--- config.mk ---
export PLATFORM = sky130hd
export DESIGN_NAME = xstore_unit
export DESIGN_NICKNAME = d
export VERILOG_FILES = /design/src/rtl/xsu_pkg.sv /design/src/rtl/xsu_decode.sv /design/src/rtl/xsu_monitor.sv /design/src/rtl/xstore_unit.sv
export SDC_FILE = /design/constraint.sdc
export NUM_CORES = 1
export LEC_CHECK = 0
export BUFFER_PORTS_ARGS = -buffer_cell sky130_fd_sc_hd__buf_4
export CAP_MARGIN = 0
export CORE_ASPECT_RATIO = 1.5
export CORE_MARGIN = 2
export CORE_UTILIZATION = 55
export DETAILED_ROUTE_END_ITERATION = 10
export PLACE_DENSITY = 0.9
export REMOVE_ABC_BUFFERS = 1
export SYNTH_ARGS = -nofsm -noshare
export SYNTH_HDL_FRONTEND = slang
export SYNTH_HIERARCHICAL = 1
export SYNTH_SLANG_ARGS = --single-unit
--- constraint.sdc ---
create_clock -name clk -period 8.22 [get_ports clk]
set_input_delay 0.411 -clock clk [delete_from_list [all_inputs] [get_ports clk]]
set_output_delay 0.411 -clock clk [all_outputs]
set_load 0.05 [all_outputs]
--- src/rtl/xsu_pkg.sv ---
package xsu_pkg;

    typedef enum logic [1:0] {
        OVL_ZERO  = 2'd0,
        OVL_UNDEF = 2'd1,
        OVL_NOP   = 2'd2,
        OVL_NOP3  = 2'd3
    } ovl_mode_e;

    typedef enum logic {
        XS_IDLE  = 1'b0,
        XS_WRITE = 1'b1
    } xs_state_e;

    typedef struct packed {
        logic undef;
        logic noop;
        logic sp_fault;
        logic tagchk;
    } dec_flags_t;

    function automatic int unsigned bytes_w(input int unsigned data_w);
        return $clog2(data_w / 8) + 1;
    endfunction

endpackage

--- src/rtl/xsu_decode.sv ---
module xsu_decode
    import xsu_pkg::*;
#(
    parameter int ADDR_W   = 64,
    parameter int DATA_W   = 64,
    parameter int IDX_W    = 5,
    parameter int SP_ALIGN = 16
) (
    input  logic                         is_store,
    input  logic [1:0]                   size,
    input  logic [IDX_W-1:0]             rs,
    input  logic [IDX_W-1:0]             rt,
    input  logic [IDX_W-1:0]             rn,
    input  logic [ADDR_W-1:0]            rn_data,
    input  logic [DATA_W-1:0]            rt_data,
    input  logic [ADDR_W-1:0]            sp_value,
    input  logic [1:0]                   mode,
    output logic [ADDR_W-1:0]            eff_addr,
    output logic [DATA_W-1:0]            eff_data,
    output logic [bytes_w(DATA_W)-1:0]   eff_bytes,
    output dec_flags_t                   flags
);
    localparam int BYTES_W    = bytes_w(DATA_W);
    localparam int NBYTES     = DATA_W / 8;
    localparam int ALIGN_BITS = $clog2(SP_ALIGN);
    localparam logic [IDX_W-1:0] SP_IDX = {IDX_W{1'b1}};

    ovl_mode_e   omode;
    logic        is_sp;
    logic        data_clash;
    logic        base_clash;
    logic        clash;
    logic [ADDR_W-1:0] base;
    logic [DATA_W-1:0] masked;

    always_comb begin
        omode      = ovl_mode_e'(mode);
        is_sp      = (rn == SP_IDX);
        base       = is_sp ? sp_value : rn_data;
        eff_bytes  = BYTES_W'(1) << size;
        for (int i = 0; i < NBYTES; i++) begin
            masked[i*8 +: 8] = (i < int'(eff_bytes)) ? rt_data[i*8 +: 8] : 8'h00;
        end
        data_clash = is_store && (rs == rt);
        base_clash = is_store && (rs == rn) && !is_sp;
        clash      = data_clash || base_clash;

        flags.undef    = clash && (omode == OVL_UNDEF);
        flags.noop     = clash && (omode == OVL_NOP || omode == OVL_NOP3);
        flags.sp_fault = is_sp && (|sp_value[ALIGN_BITS-1:0])
                         && !flags.undef && !flags.noop;
        flags.tagchk   = !is_sp;

        eff_addr = (base_clash && omode == OVL_ZERO) ? '0 : base;
        eff_data = (data_clash && omode == OVL_ZERO) ? '0 : masked;
    end

    always_comb begin
        assert (!(flags.undef && flags.noop));
    end

endmodule

--- src/rtl/xsu_monitor.sv ---
module xsu_monitor #(
    parameter int ADDR_W  = 64,
    parameter int BYTES_W = 4
) (
    input  logic               clk,
    input  logic               rst,
    input  logic               arm,
    input  logic [ADDR_W-1:0]  arm_addr,
    input  logic [BYTES_W-1:0] arm_bytes,
    input  logic               clear_evt,
    input  logic               consume,
    input  logic [ADDR_W-1:0]  chk_addr,
    input  logic [BYTES_W-1:0] chk_bytes,
    output logic               hit
);
    localparam int EXT_W = ADDR_W + 1;

    logic               armed;
    logic [ADDR_W-1:0]  res_base;
    logic [BYTES_W-1:0] res_len;
    logic [EXT_W-1:0]   chk_end;
    logic [EXT_W-1:0]   res_end;

    always_ff @(posedge clk) begin
        if (rst) begin
            armed    <= 1'b0;
            res_base <= '0;
            res_len  <= '0;
        end else if (clear_evt) begin
            armed    <= 1'b0;
        end else if (arm) begin
            armed    <= 1'b1;
            res_base <= arm_addr;
            res_len  <= arm_bytes;
        end else if (consume) begin
            armed    <= 1'b0;
        end
    end

    always_comb begin
        chk_end = {1'b0, chk_addr} + {{(EXT_W-BYTES_W){1'b0}}, chk_bytes};
        res_end = {1'b0, res_base} + {{(EXT_W-BYTES_W){1'b0}}, res_len};
        hit     = armed && (chk_addr >= res_base) && (chk_end <= res_end);
    end

    AST_CLEAR_EMPTIES: assert property (@(posedge clk) disable iff (rst)
        clear_evt |=> !hit);
    AST_CONSUME_EMPTIES: assert property (@(posedge clk) disable iff (rst)
        (consume && !arm) |=> !hit);

endmodule

--- src/rtl/xstore_unit.sv ---
module xstore_unit
    import xsu_pkg::*;
#(
    parameter int ADDR_W   = 64,
    parameter int DATA_W   = 64,
    parameter int IDX_W    = 5,
    parameter int STATUS_W = 32,
    parameter int SP_ALIGN = 16
) (
    input  logic                 clk,
    input  logic                 rst,
    input  logic                 op_valid,
    input  logic                 op_is_store,
    input  logic [1:0]           op_size,
    input  logic [IDX_W-1:0]     op_rs,
    input  logic [IDX_W-1:0]     op_rt,
    input  logic [IDX_W-1:0]     op_rn,
    input  logic [ADDR_W-1:0]    rn_data,
    input  logic [DATA_W-1:0]    rt_data,
    input  logic [ADDR_W-1:0]    sp_value,
    input  logic [1:0]           overlap_mode,
    input  logic                 mon_clear,
    output logic                 busy,
    output logic                 mem_wr_valid,
    input  logic                 mem_wr_ready,
    output logic [ADDR_W-1:0]    mem_wr_addr,
    output logic [DATA_W-1:0]    mem_wr_data,
    output logic [$clog2(DATA_W/8):0] mem_wr_bytes,
    output logic                 mem_wr_release,
    output logic                 mem_wr_tagchk,
    output logic                 st_we,
    output logic [IDX_W-1:0]     st_idx,
    output logic [STATUS_W-1:0]  st_val,
    output logic                 fault_align,
    output logic                 fault_undef
);
    localparam int BYTES_W = bytes_w(DATA_W);

    xs_state_e           state;
    logic                accept;
    logic                store_go;
    logic                load_go;
    logic                mon_hit;
    logic [ADDR_W-1:0]   dec_addr;
    logic [DATA_W-1:0]   dec_data;
    logic [BYTES_W-1:0]  dec_bytes;
    dec_flags_t          dec_flags;

    logic [ADDR_W-1:0]   wr_addr_q;
    logic [DATA_W-1:0]   wr_data_q;
    logic [BYTES_W-1:0]  wr_bytes_q;
    logic                wr_tag_q;
    logic [IDX_W-1:0]    sidx_q;
    logic                st_we_q;
    logic [IDX_W-1:0]    st_idx_q;
    logic                st_bit_q;
    logic                fa_q;
    logic                fu_q;

    xsu_decode #(
        .ADDR_W   (ADDR_W),
        .DATA_W   (DATA_W),
        .IDX_W    (IDX_W),
        .SP_ALIGN (SP_ALIGN)
    ) u_decode (
        .is_store  (op_is_store),
        .size      (op_size),
        .rs        (op_rs),
        .rt        (op_rt),
        .rn        (op_rn),
        .rn_data   (rn_data),
        .rt_data   (rt_data),
        .sp_value  (sp_value),
        .mode      (overlap_mode),
        .eff_addr  (dec_addr),
        .eff_data  (dec_data),
        .eff_bytes (dec_bytes),
        .flags     (dec_flags)
    );

    always_comb begin
        accept   = op_valid && (state == XS_IDLE);
        load_go  = accept && !op_is_store && !dec_flags.sp_fault;
        store_go = accept && op_is_store && !dec_flags.undef
                   && !dec_flags.noop && !dec_flags.sp_fault;
    end

    xsu_monitor #(
        .ADDR_W  (ADDR_W),
        .BYTES_W (BYTES_W)
    ) u_monitor (
        .clk       (clk),
        .rst       (rst),
        .arm       (load_go),
        .arm_addr  (dec_addr),
        .arm_bytes (dec_bytes),
        .clear_evt (mon_clear),
        .consume   (store_go),
        .chk_addr  (dec_addr),
        .chk_bytes (dec_bytes),
        .hit       (mon_hit)
    );

    always_ff @(posedge clk) begin
        if (rst) begin
            state      <= XS_IDLE;
            wr_addr_q  <= '0;
            wr_data_q  <= '0;
            wr_bytes_q <= '0;
            wr_tag_q   <= 1'b0;
            sidx_q     <= '0;
            st_we_q    <= 1'b0;
            st_idx_q   <= '0;
            st_bit_q   <= 1'b0;
            fa_q       <= 1'b0;
            fu_q       <= 1'b0;
        end else begin
            st_we_q <= 1'b0;
            fa_q    <= accept && dec_flags.sp_fault;
            fu_q    <= accept && dec_flags.undef;
            case (state)
                XS_IDLE: begin
                    if (store_go) begin
                        sidx_q <= op_rs;
                        if (mon_hit) begin
                            state      <= XS_WRITE;
                            wr_addr_q  <= dec_addr;
                            wr_data_q  <= dec_data;
                            wr_bytes_q <= dec_bytes;
                            wr_tag_q   <= dec_flags.tagchk;
                        end else begin
                            st_we_q  <= 1'b1;
                            st_idx_q <= op_rs;
                            st_bit_q <= 1'b1;
                        end
                    end
                end
                XS_WRITE: begin
                    if (mem_wr_ready) begin
                        state    <= XS_IDLE;
                        st_we_q  <= 1'b1;
                        st_idx_q <= sidx_q;
                        st_bit_q <= 1'b0;
                    end
                end
                default: state <= XS_IDLE;
            endcase
        end
    end

    always_comb begin
        busy           = (state == XS_WRITE);
        mem_wr_valid   = (state == XS_WRITE);
        mem_wr_addr    = wr_addr_q;
        mem_wr_data    = wr_data_q;
        mem_wr_bytes   = wr_bytes_q;
        mem_wr_release = 1'b1;
        mem_wr_tagchk  = wr_tag_q;
        st_we          = st_we_q;
        st_idx         = st_idx_q;
        st_val         = {{(STATUS_W-1){1'b0}}, st_bit_q};
        fault_align    = fa_q;
        fault_undef    = fu_q;
    end

    AST_WR_HOLD: assert property (@(posedge clk) disable iff (rst)
        (mem_wr_valid && !mem_wr_ready) |=>
            (mem_wr_valid && $stable(mem_wr_addr) && $stable(mem_wr_data)));
    AST_STATUS_AFTER_HS: assert property (@(posedge clk) disable iff (rst)
        (mem_wr_valid && mem_wr_ready) |=> (st_we && st_val == '0));
    AST_STATUS_ZEXT: assert property (@(posedge clk) disable iff (rst)
        st_we |-> (st_val[STATUS_W-1:1] == '0));
    AST_ALIGN_SILENT: assert property (@(posedge clk) disable iff (rst)
        fault_align |-> (!mem_wr_valid && !st_we));
    AST_UNDEF_SILENT: assert property (@(posedge clk) disable iff (rst)
        fault_undef |-> (!mem_wr_valid && !st_we && !fault_align));
    AST_BUSY_BLOCKS: assert property (@(posedge clk) disable iff (rst)
        (busy && !mem_wr_ready) |=> (busy && !st_we));

endmodule

-- Word-level counts from Yosys, hierarchy flattened
Index checks and enable logic that the tools add are counted.
- bitwise logic cells: 2
- shift-type cells: 1
- muxes and demuxes: 29
- reductions and logical operators: 36
- magnitude comparators: 10
- add/subtract/negate cells: 2
- equal/unequal tests: 9
- operator list (operator ; number):
    two-way mux 64 bit ; 3
    adder 64 x 4 -> 65 bit ; 2
    <= comparator 65 bit ; 1
    greater-or-equal comparator 64 bit ; 1
    two-way mux 8 bit ; 8
    logical AND 1 bit ; 21
    less-than comparator 3 x 4 -> 1 bit (first input constant) ; 4
    two-way mux 5 bit ; 3
    two-way mux 1 bit ; 11
    equality test 5 bit ; 2
    case mux 5 bit (2 select lines) ; 1
    less-than comparator 1 x 4 -> 1 bit (first input constant) ; 2
    less-than comparator 2 x 4 -> 1 bit (first input constant) ; 2
    != test 2 bit (second input constant) ; 3
    case mux 1 bit (2 select lines) ; 3
    AND reduction 3 bit ; 2
    equality test 5 bit (second input constant) ; 1
    zero test 1 bit ; 5
    equality test 2 bit (second input constant) ; 2
    AND reduction 2 bit ; 2
    OR reduction 4 bit ; 1
    << shifter 1 x 2 -> 4 bit (first input constant) ; 1
    equality test 2 x 1 -> 1 bit (second input constant) ; 1
    zero test 2 bit ; 1
    other kinds (4) ; 6
- input bits: 217
- register bits after elaboration: 217
- output and inout bits: 176
- logic and storage cells: 103

-- Logic depth before layout (Yosys ltp)
- depth after elaboration: 12
- gate-level depth with buffers: 28
- depth with buffers taken out: 25

-- By module
Netlist, hierarchy kept.
- by module, submodules not included (module ; times used ; cells an instance ; seq. area each (µm²) ; area each (µm²)):
    xsu_monitor ; 1 ; 1075 ; 1381.3 ; 7850.0
    xstore_unit ; 1 ; 682 ; 2962.8 ; 6866.6
    xsu_decode ; 1 ; 321 ; 0.0 ; 1576.5

-- Worst setup path before layout
No wires, ideal clock.
- kind: input -> register
- from: in op_rn[2]
- to: reg wr_addr_q[17] (netlist: mem_wr_addr[17])
- required time: 8148 ps
- library setup time: 72 ps
- setup slack: 2404 ps
- data arrival time: 5744 ps
- cell stages on the path: 28
- path through: and3_1 and3_1 inv_1 buf_2 buf_2 nand2_1 a21oi_1 and4_1 nand4_1 nor3_2 nand3_1 or4_1 buf_2 nor2_1 xor2_1 ha_1 a21o_1 a21o_1 a221oi_1 o211ai_1 a211oi_1 o21a_1 o211a_1 and3_1 buf_4 buf_6 buf_6 mux2i_1
- RTL lines (what ; line ; RTL):
    start, declared ; xstore_unit.sv:17 ; input logic [IDX_W-1:0] op_rn,
    equality test 5 bit (on tied branches) ; xsu_decode.sv:45, xsu_decode.sv:38 ;
    logical AND 1 bit / zero test 1 bit (equally long branches) ; xsu_decode.sv:45 ; base_clash = is_store && (rs == rn) && !is_sp;
    logical AND 1 bit ; xsu_decode.sv:45 ;
    logical AND 1 bit ; xsu_decode.sv:54 ; eff_addr = (base_clash && omode == OVL_ZERO) ? '0 : base;
    two-way mux 64 bit (*) ; xsu_decode.sv:54 ;
    net dec_addr[26] ; xstore_unit.sv:44 ; logic [ADDR_W-1:0] dec_addr;
    adder 64 x 4 -> 65 bit / greater-or-equal comparator 64 bit (equally long branches) ; xsu_monitor.sv:41, xsu_monitor.sv:43 ;
    <= comparator 65 bit / logical AND 1 bit (equally long branches) ; xsu_monitor.sv:43 ; hit = armed && (chk_addr >= res_base) && (chk_end <= res_end);
    logical AND 1 bit (*) ; xsu_monitor.sv:43 ;
    net mon_hit ; xstore_unit.sv:43 ; logic mon_hit;
    AND reduction 3 bit (no source line) (*) ; -- ;
    end signal, assigned ; xstore_unit.sv:127 ; wr_addr_q <= dec_addr;
    end, declared ; xstore_unit.sv:49 ; logic [ADDR_W-1:0] wr_addr_q;
The timed path passes the listed nets; every way through them passes the cells marked *.
A chain may end at the register's enable or synchronous reset.

-- Worst setup path in the final report
- from: in op_rn[2]
- to: reg wr_addr_q[16] (netlist: mem_wr_addr[16])
Same word-level chain as after synthesis.

==> results_dict.tcl <==
set metrics [dict create \
    final.setup_skew_ps 13.5 \
    cts_made_buffers 23 \
    critPathMaxFanout 64 \
    pre_cts_ws_ps 896 \
    p_leak_uw 0.00809 \
    arrival_ps 7410 \
    synthAdderAreaFrac_pct 10.8 \
    synthMuxAreaShare_pct 8.48 \
    final_cell_count_no_fill 2796 \
    finalHoldViolations 0 \
    finalCriticalPeriod_ps 6970 \
    initial_utilization_pct 55.6 \
    crit_type "in -> reg" \
    rsz0062_at_grt "no" \
    cts_resized 0 \
    clockBufferDepth 3 \
    clk_latency_ps 530 \
    yosys.area_share.simple_pct 30.7 \
    dieWidth_um 145 \
    synth_async_sr_flop_share_pct 0 \
    design_area_um2 19900 \
    die_h_um 215 \
    post_cts_buffers 0 \
    synth.top_cells.by_count "nand2_1, nand2b_1, dfxtp_1, a21oi_1, mux2i_1" \
    syn_inst 2078 \
    rows 77 \
    yosysUniqueCellTypes 61 \
    gp_congestion 0.936 \
    viasPerCell 5.63 \
    cts.sinks 217 \
    powerDensity_nw_per_um2 134 \
    area_growth_pct 22.0 \
    port_buffers 360 \
    syn_area_per_cell_um2 7.84 \
    synth_edf_count 0 \
    cap_viol_max_count 0 \
    synth_warnings 6 \
    dp.cells 2755 \
    start_kind "input port" \
    route.detailed.drc 0 \
    clockRootBuffer "clkbuf_16" \
    num_io_pins 393 \
    dp_hpwl_mm 36.5 \
    crit_path_end_kind "flop" \
    synth_xor_area_share_pct 7.20 \
    synth-compound-area-share_pct 9.32 \
    route.vias.total 15700 \
    grt_usage_pct 30.3 \
    slew_violations 0 \
    synth-seq-area-share_pct 26.7 \
    path_clk_slew_ps 70 \
    yosysTopAreaCell "dfxtp_1" \
    synth_most_common_cell "nand2_1" \
    grt_pass1_vias 15800 \
    ant_nets 0 \
    holdBufCountCts 0 \
    firstDrtPassIters 5 \
    nNetsFinal 2741 \
    synth_top_area_share_pct 26.7 \
    synthTopCellsByArea "dfxtp_1, ha_1, nand2b_1, mux2i_1, nand2_1" \
    drive_gt1_share_pct 19.0 \
    status "complete, no violations" \
    cp_data_required_time_ps 8660 \
    max_freq_mhz 143 \
    setup_slack_ps 1250 \
    synth_top_family_by_area "simple AND/OR/NAND/NOR gates" \
    synth_top_flop_cell "dfxtp_1" \
    finalCritPeriodShare_pct 84.8 \
    routed_wl_mm 48.5 \
    timing.setup.tns_ps 0 \
    ys_seq_elements 217 \
    postPlaceCellArea_um2 19200 \
    tritoncts "done" \
    grt_first_pass_wirelength_mm 76.1 \
    drt_iter0_drc 932 \
    syn-cell-area_um2 16300 \
    antenna_found_initial 4 \
    gr-total-overflow 0 \
    setup_viol 0 \
    tightest_slew_ps 1130 \
    vdd_drop_max_mv 0.118 \
    wl_per_cell_um 17.4 \
    grt_max_degree 252 \
    die_area_um2 31000 \
    relSlewSlack_pct 24.8 \
    cts_max_level 1 \
    core_um2 29300 \
    hold_class "in -> reg" \
]
-- worst max-delay path: stages --
cell,delay (ps)
buf_4,90
and3_1,150
and3_2,250
buf_4,610
nand2_1,130
a21oi_1,520
and4_1,350
nand4_1,190
nor3_2,460
nand3_1,180
or4_1,720
nor2_1,200
xor2_1,170
ha_1,260
a21o_1,180
a21o_1,170
a221oi_1,280
o211ai_1,130
a211oi_1,250
o21a_1,160
o211a_1,340
and3_4,470
buf_12,370
mux2i_1,260
-- per-layer routing --
metal | vias up | wire length, µm | track usage, %
met3 | 178 | 4310 | 7.73
li1 | 7565 | - | -
met5 | - | 34 | 0
met2 | 727 | 24600 | 55.3
met1 | 7266 | 17400 | 31.6
met4 | 6 | 2260 | 14.7
-- layout by cell type (no fill, tap or decap), types with 32 or more instances in the layout --
cell and count:
dfxtp_1 217, xnor2_1 112, nand3_1 53, mux2i_1 138
buf_4 397, and3_1 77, inv_1 80, conb_1 32
nand2b_1 272, nor2_1 57, ha_1 137, nand2_1 350
a21oi_1 193, nand4_1 52
-- final timing paths --
kind | start | end | slack, ps | cells past startpoint
worst max-delay path | op_rn[2] | mem_wr_addr[16] | 1250 | 24
worst min-delay path | mon_clear | u_monitor/armed | 80 | 2
worst max register to register | u_monitor/res_base[0] | mem_wr_addr[16] | 1790 | 20
worst min register to register | u_monitor/res_base[48] | u_monitor/res_base[48] | 460 | 2
-- cell families after synthesis --
family / after synthesis
muxes: 138
buffers and inverters: 229
xor gates and xnor gates: 134
and+or+nand+nor: 948
adders and majority gates: 139
other: 2
DFF: 217
AOI/OAI and AO/OA: 271
-- per-stage QoR --
step	power [µW]	hold WS (ps)	util, %
floorplan	1430	430	-
global placement	1620	444	65.4
detailed placement	1640	451	65.4
CTS	2670	60.3	67.9
global route	2770	67.1	67.9
finish	2660	82.5	67.9
-- state kept, by name, indices dropped and copies added (netlist names), 4 cells and up --
signal,flops
u_monitor/res_base,64
st_idx,5
mem_wr_bytes,4
mem_wr_data,64
mem_wr_addr,64
sidx_q,5
u_monitor/res_len,4
-- layout make-up --
class | count | area, µm²
multi-input combinational | 1662 | 11000
fill | 2412 | 9410
sequential | 217 | 4340
timing repair buffer | 400 | 3030
clock buffer | 32 | 619
tap | 395 | 494
inverter | 81 | 304
clock inverter | 8 | 98.8
antenna | 1 | 2.50
-- report_power, final --
group	leakage [µW]	switching, µW	internal, µW
logic	0.00599	302	239
registers	0.00175	14.5	1070
clock network	0.000344	445	590
total	0.00809	761	1900
Note: power is estimated with default switching activity, not from simulation.
